### config.mk
export PLATFORM = sky130hd
export DESIGN_NAME = inv_ack_collector
export DESIGN_NICKNAME = d
export VERILOG_FILES = /design/src/rtl/ackc_pkg.sv /design/src/rtl/ackc_pick.sv /design/src/rtl/ackc_entry.sv /design/src/rtl/inv_ack_collector.sv
export SDC_FILE = /design/constraint.sdc
export NUM_CORES = 1
export LEC_CHECK = 0
export BUFFER_PORTS_ARGS = -buffer_cell sky130_fd_sc_hd__buf_2
export CAP_MARGIN = 25
export CORE_ASPECT_RATIO = 1.5
export CORE_MARGIN = 1
export CORE_UTILIZATION = 30
export CTS_CLUSTER_SIZE = 24
export DETAILED_ROUTE_END_ITERATION = 12
export PLACE_DENSITY = 0.44
export SYNTH_ARGS = -nofsm -noshare
export SYNTH_HDL_FRONTEND = slang
export SYNTH_SLANG_ARGS = --single-unit
### constraint.sdc
create_clock -name clk -period 3.85 [get_ports clk]
set_input_delay 0.1925 -clock clk [delete_from_list [all_inputs] [get_ports clk]]
set_output_delay 0.1925 -clock clk [all_outputs]
set_load 0.05 [all_outputs]
### src/rtl/ackc_pkg.sv
package ackc_pkg;

  typedef enum logic [1:0] {
    ES_FREE = 2'd0,
    ES_WAIT = 2'd1,
    ES_DONE = 2'd2,
    ES_REL  = 2'd3
  } ent_state_e;

  typedef enum logic [1:0] {
    RK_GRANT = 2'd0,
    RK_NACK  = 2'd1,
    RK_WBACK = 2'd2
  } rep_kind_e;

endpackage

### src/rtl/ackc_pick.sv
module ackc_pick #(
  parameter int N     = 4,
  parameter int IDX_W = (N > 1) ? $clog2(N) : 1
) (
  input  logic [N-1:0]     req_i,
  output logic [N-1:0]     gnt_o,
  output logic [IDX_W-1:0] idx_o,
  output logic             any_o
);
  logic found;

  always_comb begin
    gnt_o = '0;
    idx_o = '0;
    found = 1'b0;
    for (int i = 0; i < N; i++) begin
      if (req_i[i] && !found) begin
        gnt_o[i] = 1'b1;
        idx_o    = IDX_W'(i);
        found    = 1'b1;
      end
    end
    any_o = |req_i;
  end
endmodule

### src/rtl/ackc_entry.sv
module ackc_entry
  import ackc_pkg::*;
#(
  parameter int LINE_W = 16,
  parameter int SRC_W  = 4,
  parameter int CNT_W  = 6
) (
  input  logic              clk,
  input  logic              rst_n,
  input  logic              alloc_i,
  input  logic              alloc_wb_i,
  input  logic [LINE_W-1:0] alloc_line_i,
  input  logic              rep_hit_i,
  input  logic [1:0]        rep_kind_i,
  input  logic [CNT_W-2:0]  rep_cnt_i,
  input  logic              ack_hit_i,
  input  logic              hold_i,
  input  logic [SRC_W-1:0]  hold_src_i,
  input  logic              report_i,
  input  logic              release_i,
  output ent_state_e        state_o,
  output logic              wb_o,
  output logic [LINE_W-1:0] line_o,
  output logic              held_o,
  output logic [SRC_W-1:0]  held_src_o,
  output logic              retry_o,
  output logic              close_ok_o,
  output logic              bal_zero_o
);
  localparam logic signed [CNT_W-1:0] BAL_ONE = {{(CNT_W-1){1'b0}}, 1'b1};

  // Balance arithmetic: add the granted count, take one per acknowledgement.
  function automatic logic signed [CNT_W-1:0] next_balance(
    input logic signed [CNT_W-1:0] cur,
    input logic                    add_en,
    input logic [CNT_W-2:0]        add,
    input logic                    dec_en
  );
    logic signed [CNT_W-1:0] r;
    r = cur;
    if (add_en) r = r + $signed({1'b0, add});
    if (dec_en) r = r - BAL_ONE;
    return r;
  endfunction

  ent_state_e              state_q;
  logic                    wb_q;
  logic [LINE_W-1:0]       line_q;
  logic                    got_q;
  logic signed [CNT_W-1:0] bal_q;
  logic                    held_q;
  logic [SRC_W-1:0]        hsrc_q;
  logic                    retry_q;

  logic                    in_wait;
  logic                    reply_ok;
  logic                    nack_hit;
  logic                    add_en;
  logic                    dec_en;
  logic                    got_n;
  logic signed [CNT_W-1:0] bal_n;
  logic                    close_nack;
  logic                    close_ok;

  always_comb begin
    in_wait    = (state_q == ES_WAIT);
    nack_hit   = rep_hit_i && (rep_kind_i == RK_NACK);
    reply_ok   = rep_hit_i && (wb_q ? (rep_kind_i == RK_WBACK)
                                    : (rep_kind_i == RK_GRANT));
    add_en     = rep_hit_i && !wb_q && (rep_kind_i == RK_GRANT);
    dec_en     = ack_hit_i && !wb_q;
    bal_n      = next_balance(bal_q, add_en, rep_cnt_i, dec_en);
    got_n      = got_q || reply_ok;
    close_nack = in_wait && nack_hit;
    close_ok   = in_wait && !nack_hit && got_n && (bal_n == '0);
  end

  always_ff @(posedge clk) begin
    if (!rst_n) begin
      state_q <= ES_FREE;
      wb_q    <= 1'b0;
      line_q  <= '0;
      got_q   <= 1'b0;
      bal_q   <= '0;
      held_q  <= 1'b0;
      hsrc_q  <= '0;
      retry_q <= 1'b0;
    end else begin
      unique case (state_q)
        ES_FREE: begin
          if (alloc_i) begin
            state_q <= ES_WAIT;
            wb_q    <= alloc_wb_i;
            line_q  <= alloc_line_i;
            got_q   <= 1'b0;
            bal_q   <= '0;
            held_q  <= 1'b0;
            retry_q <= 1'b0;
          end
        end
        ES_WAIT: begin
          bal_q <= bal_n;
          got_q <= got_n;
          if (hold_i) begin
            held_q <= 1'b1;
            hsrc_q <= hold_src_i;
          end
          if (close_nack) begin
            state_q <= ES_DONE;
            retry_q <= 1'b1;
          end else if (close_ok) begin
            state_q <= ES_DONE;
          end
        end
        ES_DONE: begin
          if (report_i) state_q <= (held_q || hold_i) ? ES_REL : ES_FREE;
        end
        ES_REL: begin
          if (release_i) begin
            state_q <= ES_FREE;
            held_q  <= 1'b0;
          end
        end
        default: state_q <= ES_FREE;
      endcase
    end
  end

  assign state_o    = state_q;
  assign wb_o       = wb_q;
  assign line_o     = line_q;
  assign held_o     = held_q;
  assign held_src_o = hsrc_q;
  assign retry_o    = retry_q;
  assign close_ok_o = close_ok;
  assign bal_zero_o = (bal_q == '0);
endmodule

### src/rtl/inv_ack_collector.sv
module inv_ack_collector
  import ackc_pkg::*;
#(
  parameter int NUM_ENT = 4,
  parameter int LINE_W  = 16,
  parameter int SRC_W   = 4,
  parameter int CNT_W   = 6,
  parameter int TAG_W   = $clog2(NUM_ENT)
) (
  input  logic              clk,
  input  logic              rst_n,
  input  logic              req_valid,
  output logic              req_ready,
  input  logic              req_wb,
  input  logic [LINE_W-1:0] req_line,
  output logic [TAG_W-1:0]  req_tag,
  input  logic              rep_valid,
  input  logic [TAG_W-1:0]  rep_tag,
  input  logic [1:0]        rep_kind,
  input  logic [CNT_W-2:0]  rep_cnt,
  input  logic              ack_valid,
  input  logic [TAG_W-1:0]  ack_tag,
  input  logic              itv_valid,
  output logic              itv_ready,
  input  logic [LINE_W-1:0] itv_line,
  input  logic [SRC_W-1:0]  itv_src,
  output logic              done_valid,
  output logic [TAG_W-1:0]  done_tag,
  output logic              done_retry,
  output logic              fwd_valid,
  output logic [LINE_W-1:0] fwd_line,
  output logic [SRC_W-1:0]  fwd_src,
  output logic              fwd_held,
  output logic              drop_valid,
  output logic [SRC_W-1:0]  drop_src
);
  ent_state_e                     ent_state [NUM_ENT];
  logic [NUM_ENT-1:0]             ent_wb;
  logic [NUM_ENT-1:0][LINE_W-1:0] ent_line;
  logic [NUM_ENT-1:0]             ent_held;
  logic [NUM_ENT-1:0][SRC_W-1:0]  ent_hsrc;
  logic [NUM_ENT-1:0]             ent_retry;

  // Named internal events, observed by the bound checker.
  logic [NUM_ENT-1:0] ent_busy;
  logic [NUM_ENT-1:0] ent_close_ok;
  logic [NUM_ENT-1:0] ent_bal_zero;
  logic               rel_pend;

  logic [NUM_ENT-1:0] free_vec, done_vec, rel_vec, match_vec;
  logic [NUM_ENT-1:0] alloc_gnt, done_gnt, rel_gnt, match_gnt;
  logic [TAG_W-1:0]   alloc_idx, done_idx, rel_idx, match_idx;
  logic               alloc_any, done_any, rel_any, match_any;

  logic req_acc, itv_acc;
  logic hold_case, drop_case, pass_case;

  always_comb begin
    for (int i = 0; i < NUM_ENT; i++) begin
      free_vec[i]  = (ent_state[i] == ES_FREE);
      done_vec[i]  = (ent_state[i] == ES_DONE);
      rel_vec[i]   = (ent_state[i] == ES_REL);
      ent_busy[i]  = !free_vec[i];
      match_vec[i] = ent_busy[i] && (ent_line[i] == itv_line);
    end
  end

  ackc_pick #(.N(NUM_ENT), .IDX_W(TAG_W)) u_alloc_pick (
    .req_i(free_vec), .gnt_o(alloc_gnt), .idx_o(alloc_idx), .any_o(alloc_any));
  ackc_pick #(.N(NUM_ENT), .IDX_W(TAG_W)) u_done_pick (
    .req_i(done_vec), .gnt_o(done_gnt), .idx_o(done_idx), .any_o(done_any));
  ackc_pick #(.N(NUM_ENT), .IDX_W(TAG_W)) u_rel_pick (
    .req_i(rel_vec), .gnt_o(rel_gnt), .idx_o(rel_idx), .any_o(rel_any));
  ackc_pick #(.N(NUM_ENT), .IDX_W(TAG_W)) u_match_pick (
    .req_i(match_vec), .gnt_o(match_gnt), .idx_o(match_idx), .any_o(match_any));

  assign req_ready = alloc_any;
  assign req_tag   = alloc_idx;
  assign req_acc   = req_valid && req_ready;
  assign rel_pend  = rel_any;

  // Intervention classification against the matching entry.
  always_comb begin
    pass_case = !match_any;
    hold_case = match_any && (ent_state[match_idx] == ES_WAIT)
                && !ent_wb[match_idx] && !ent_held[match_idx];
    drop_case = match_any && (ent_state[match_idx] == ES_WAIT)
                && ent_wb[match_idx];
    itv_ready = !rel_any && (pass_case || hold_case || drop_case);
    itv_acc   = itv_valid && itv_ready;
  end

  for (genvar g = 0; g < NUM_ENT; g++) begin : g_ent
    localparam logic [TAG_W-1:0] MY_TAG = TAG_W'(g);
    ackc_entry #(.LINE_W(LINE_W), .SRC_W(SRC_W), .CNT_W(CNT_W)) u_ent (
      .clk          (clk),
      .rst_n        (rst_n),
      .alloc_i      (req_acc && alloc_gnt[g]),
      .alloc_wb_i   (req_wb),
      .alloc_line_i (req_line),
      .rep_hit_i    (rep_valid && (rep_tag == MY_TAG)),
      .rep_kind_i   (rep_kind),
      .rep_cnt_i    (rep_cnt),
      .ack_hit_i    (ack_valid && (ack_tag == MY_TAG)),
      .hold_i       (itv_acc && hold_case && match_gnt[g]),
      .hold_src_i   (itv_src),
      .report_i     (done_gnt[g]),
      .release_i    (rel_gnt[g]),
      .state_o      (ent_state[g]),
      .wb_o         (ent_wb[g]),
      .line_o       (ent_line[g]),
      .held_o       (ent_held[g]),
      .held_src_o   (ent_hsrc[g]),
      .retry_o      (ent_retry[g]),
      .close_ok_o   (ent_close_ok[g]),
      .bal_zero_o   (ent_bal_zero[g])
    );
  end

  // Completion reporting: one finished entry per cycle, lowest index first.
  always_ff @(posedge clk) begin
    if (!rst_n) begin
      done_valid <= 1'b0;
      done_tag   <= '0;
      done_retry <= 1'b0;
    end else begin
      done_valid <= done_any;
      done_tag   <= done_idx;
      done_retry <= done_any && ent_retry[done_idx];
    end
  end

  // Intervention output: a held release takes the slot, else a pass-through.
  always_ff @(posedge clk) begin
    if (!rst_n) begin
      fwd_valid  <= 1'b0;
      fwd_line   <= '0;
      fwd_src    <= '0;
      fwd_held   <= 1'b0;
      drop_valid <= 1'b0;
      drop_src   <= '0;
    end else begin
      drop_valid <= itv_acc && drop_case;
      drop_src   <= itv_src;
      if (rel_any) begin
        fwd_valid <= 1'b1;
        fwd_line  <= ent_line[rel_idx];
        fwd_src   <= ent_hsrc[rel_idx];
        fwd_held  <= 1'b1;
      end else begin
        fwd_valid <= itv_acc && pass_case;
        fwd_line  <= itv_line;
        fwd_src   <= itv_src;
        fwd_held  <= 1'b0;
      end
    end
  end
endmodule

==> flow_metrics.env <==
export IMPL_synthArstFlopShare=0
export IMPL_core_area_sq_um=30300
export IMPL_regArea_sq_um=3180
export IMPL_dp_slack_ns=0.554
export IMPL_rows=78
export IMPL_dpl_hpwl_microns=22400
export IMPL_switching_share=0.346
export IMPL_yosys_warnings=0
export IMPL_ys_ff_latch=159
export IMPL_portBuffers=88
export IMPL_finalWorstSetupSlack_ns=0.244
export IMPL_reg2regPathDepth=9
export IMPL_hold_viol_final=0
export IMPL_synth_area_sq_um=9230
export IMPL_hp_class="in2reg"
export IMPL_tightest_slew_ns=1.03
export IMPL_slowest_stage="dfxtp_1"
export IMPL_ios=89
export IMPL_vias=8035
export IMPL_yosysUniqueCellTypes=72
export IMPL_path_class="reg2out"
export IMPL_yosysMostFrequentCell="nand2_1"
export IMPL_die_area_sq_um=31500
export IMPL_drt_iter0_markers=365
export IMPL_min_to="g_ent[1].u_ent.line_o[15]"
export IMPL_utilization=0.357
export IMPL_clkPwrFrac=0.364
export IMPL_worst_setup_path_end_kind="primary output"
export IMPL_setup_tns_ns=0
export IMPL_r2r_slack_ns=0.53
export IMPL_vdd_ir_drop_max_uv=363
export IMPL_power_frac_seq=0.374
export IMPL_ys_top_cells_by_area="dfxtp_1, mux2i_1, nand2_1"
export IMPL_cp_start_kind="flip-flop"
export IMPL_initial_utilization=0.305
export IMPL_instances_no_fill=1585
export IMPL_cts_sinks=159
export IMPL_power_leakage_nw=4.38
export IMPL_timing_rr_start="g_ent[3].u_ent.state_o[0]"
export IMPL_grt_antenna_before_repair=0
export IMPL_num_fill_cells=3215
export IMPL_grt_pass1_wl_microns=47300
export IMPL_min_from="req_line[15]"
export IMPL_root_buffer="clkbuf_16"
export IMPL_htreeDepth=4
export IMPL_cts_setup_buffers=0
export IMPL_yosysSeqAreaShare=0.345
export IMPL_insertion_delay_ns=0.45
export IMPL_cp_required_ns=3.66
export IMPL_syn_area_per_cell_sq_um=8.35
export IMPL_syn_num_nets=1195
export IMPL_wirelength_microns=30600
export IMPL_drv_slew=0
export IMPL_via_per_inst=5.07
export IMPL_switchingPower_mw=1.72
export IMPL_whs_path_depth=3
export IMPL_track_usage=0.200
export IMPL_combPwrFrac=0.262
export IMPL_wl_per_cell_microns=19.3
export IMPL_power_density_nw_per_um2=461
export IMPL_die_w_microns=145
export IMPL_max_slew_margin_rel=0.313
export IMPL_fmax_mhz=277
export IMPL_synthCells=1105
export IMPL_die_height_microns=217
export IMPL_insertedDiodeCount=0
export IMPL_clock_skew_ns=0.00834
export IMPL_cts_inserted_buffers=17
export IMPL_max_cap_violations=0
export IMPL_grt_overflow_total=0
export IMPL_rsz0062_at_grt="false"
export IMPL_critPathMaxFanout=12
export IMPL_p_int_mw=3.25
export IMPL_cts_tree="done"
export IMPL_dp_cells=1545
export IMPL_status="completed"
export IMPL_cpPeakStageDelay_ns=0.57
export IMPL_grt_pass1_vias=7985
export IMPL_cp_data_arrival_time_ns=3.41
export IMPL_synth_largest_area_cell="dfxtp_1"
export IMPL_finalCritPeriodShare=0.937
export IMPL_synthTopCellsByCount="nand2_1, dfxtp_1, nor2_1, a21oi_1, mux2i_1"
export IMPL_multi_input_area_sq_um=5720
export IMPL_crit_family="simple AND/OR/NAND/NOR gates"
export IMPL_first_pass_iters=5
export IMPL_syn2layout_area_growth_pct=17.0
export IMPL_worst_r2r_endpoint="g_ent[1].u_ent.held_src_o[1]"
export IMPL_yosys_area_top_type_share=0.345
export IMPL_fin_crit_ns=3.61
export IMPL_nNetsFinal=1264
export IMPL_post_route_drc_count=0
export IMPL_cp_num_buf_inv=1
export IMPL_setup_viol=0
export IMPL_clkTransAtPathRegs_ns=0.07
export IMPL_grt_max_degree=80
export IMPL_cp_cell_sequence="nor2_1 -> or2_0 -> or4_1 -> o22ai_2 -> nor3_1 -> a311oi_2 -> nand2_1 -> o21ai_0 -> a21oi_1 -> buf_2"
export IMPL_synth_edf_count=0
export IMPL_place_gp_congestion=0.830
export IMPL_synth_main_ff_cell="dfxtp_1"
export IMPL_ant_nets=0
export IMPL_clock_path_buffers=2
export IMPL_drive_above_1_share=0.137
-- worst reg2reg max path, stage by stage, from the launching register on --
cell      delay (ns)
dfxtp_1         0.57
nor2_1          0.19
or2_0           0.27
or4_1           0.53
o22ai_2         0.24
o21ai_2         0.16
a2111o_1        0.41
a21oi_2         0.22
and4b_1         0.43
mux2i_1         0.23
-- layer usage --
layer  share of wire  global-route usage
met1            0.41               0.221
met2            0.52               0.365
met3           0.028              0.0354
met4           0.041               0.100
met5               0                   0
-- registers in the layout, summed over array words and instances (netlist names), 4 cells and up --
signal and cells:
fwd_line 16, fwd_src 4, g_ent.u_ent.state_o 8, g_ent.u_ent.line_o 64
g_ent.u_ent.held_o 4, g_ent.u_ent.held_src_o 16, g_ent.u_ent.got_q 4, g_ent.u_ent.retry_o 4
drop_src 4, g_ent.u_ent.wb_o 4, g_ent.u_ent.bal_q 24
-- cell type report --
type                    instances  share of cell area
multi-input cells             858               0.530
well taps                     400              0.0463
clock inverters                11              0.0154
clock buffers                  19              0.0410
inverters                      19             0.00683
repair buffers                119              0.0662
flip-flops and latches        159               0.295
-- worst max path at each step --
stage	startpoint	endpoint	slack [ns]	cells after the start
5_1_grt	g_ent[3].u_ent.state_o[0]	itv_ready	0.01	9
2_1_floorplan	g_ent[0].u_ent.wb_o	g_ent[0].u_ent.state_o[0]	0.97	10
4_1_cts	g_ent[3].u_ent.state_o[0]	itv_ready	0.21	9
3_5_place_dp	g_ent[3].u_ent.state_o[0]	g_ent[1].u_ent.held_src_o[1]	0.55	9
3_3_place_gp	g_ent[3].u_ent.state_o[0]	g_ent[1].u_ent.held_src_o[1]	0.61	9
6_report	g_ent[3].u_ent.state_o[0]	itv_ready	0.24	10
-- cell usage in the layout (no fill, tap or decap), types with 7 or more instances in the layout --
cell	instances
nor3_1	24
a22oi_1	17
o21ai_0	17
mux2i_1	91
clkbuf_16	17
dlygate4sd3_1	9
inv_1	18
nand3_1	10
nand2_1	160
nor2_1	113
buf_4	20
a211oi_1	46
dfxtp_1	159
xnor2_1	39
nand4_1	10
xor2_1	64
a21o_1	8
and2_1	7
ha_1	32
a21oi_1	96
buf_2	88
nand2b_1	10
nor4_1	13
-- power groups by stage --
| stage | sequential [mW] | combinational, mW | clock, mW |
|---|---|---|---|
| 5_1_grt | 1.88 | 1.42 | 1.92 |
| 6_report | 1.86 | 1.30 | 1.81 |
| 3_5_place_dp | 1.90 | 1.29 | 0 |
| 3_3_place_gp | 1.90 | 1.29 | 0 |
| 4_1_cts | 1.86 | 1.30 | 1.87 |
| 2_1_floorplan | 1.96 | 0.760 | 0 |
-- cell families after synthesis --
group	count (synthesis)	synth area share
compound gates	229	0.161
xor+xnor	103	0.0977
fa+ha+maj	36	0.0520
buf+inv	88	0.0389
flops	159	0.345
mux	94	0.105
simple gates	396	0.201
-- through the flow --
stage | cell area (sq um) | power [mW] | hold WS, ns
after floorplan | 9230 | 2.72 | 0.328
after global placement | 10100 | 3.18 | 0.444
after detailed placement | 10100 | 3.19 | 0.452
after CTS | 10800 | 5.03 | 0.00239
after global routing | 10800 | 5.22 | 0.0210
final | 10800 | 4.98 | 0.0273
-- what timing repair did --
item,4_1_cts,5_1_grt
gates resized for setup,0,0
endpoints found under the hold margin,22,0
setup endpoints to repair,0,0
hold buffers,9,0
Power figures use the tool's default switching activity.
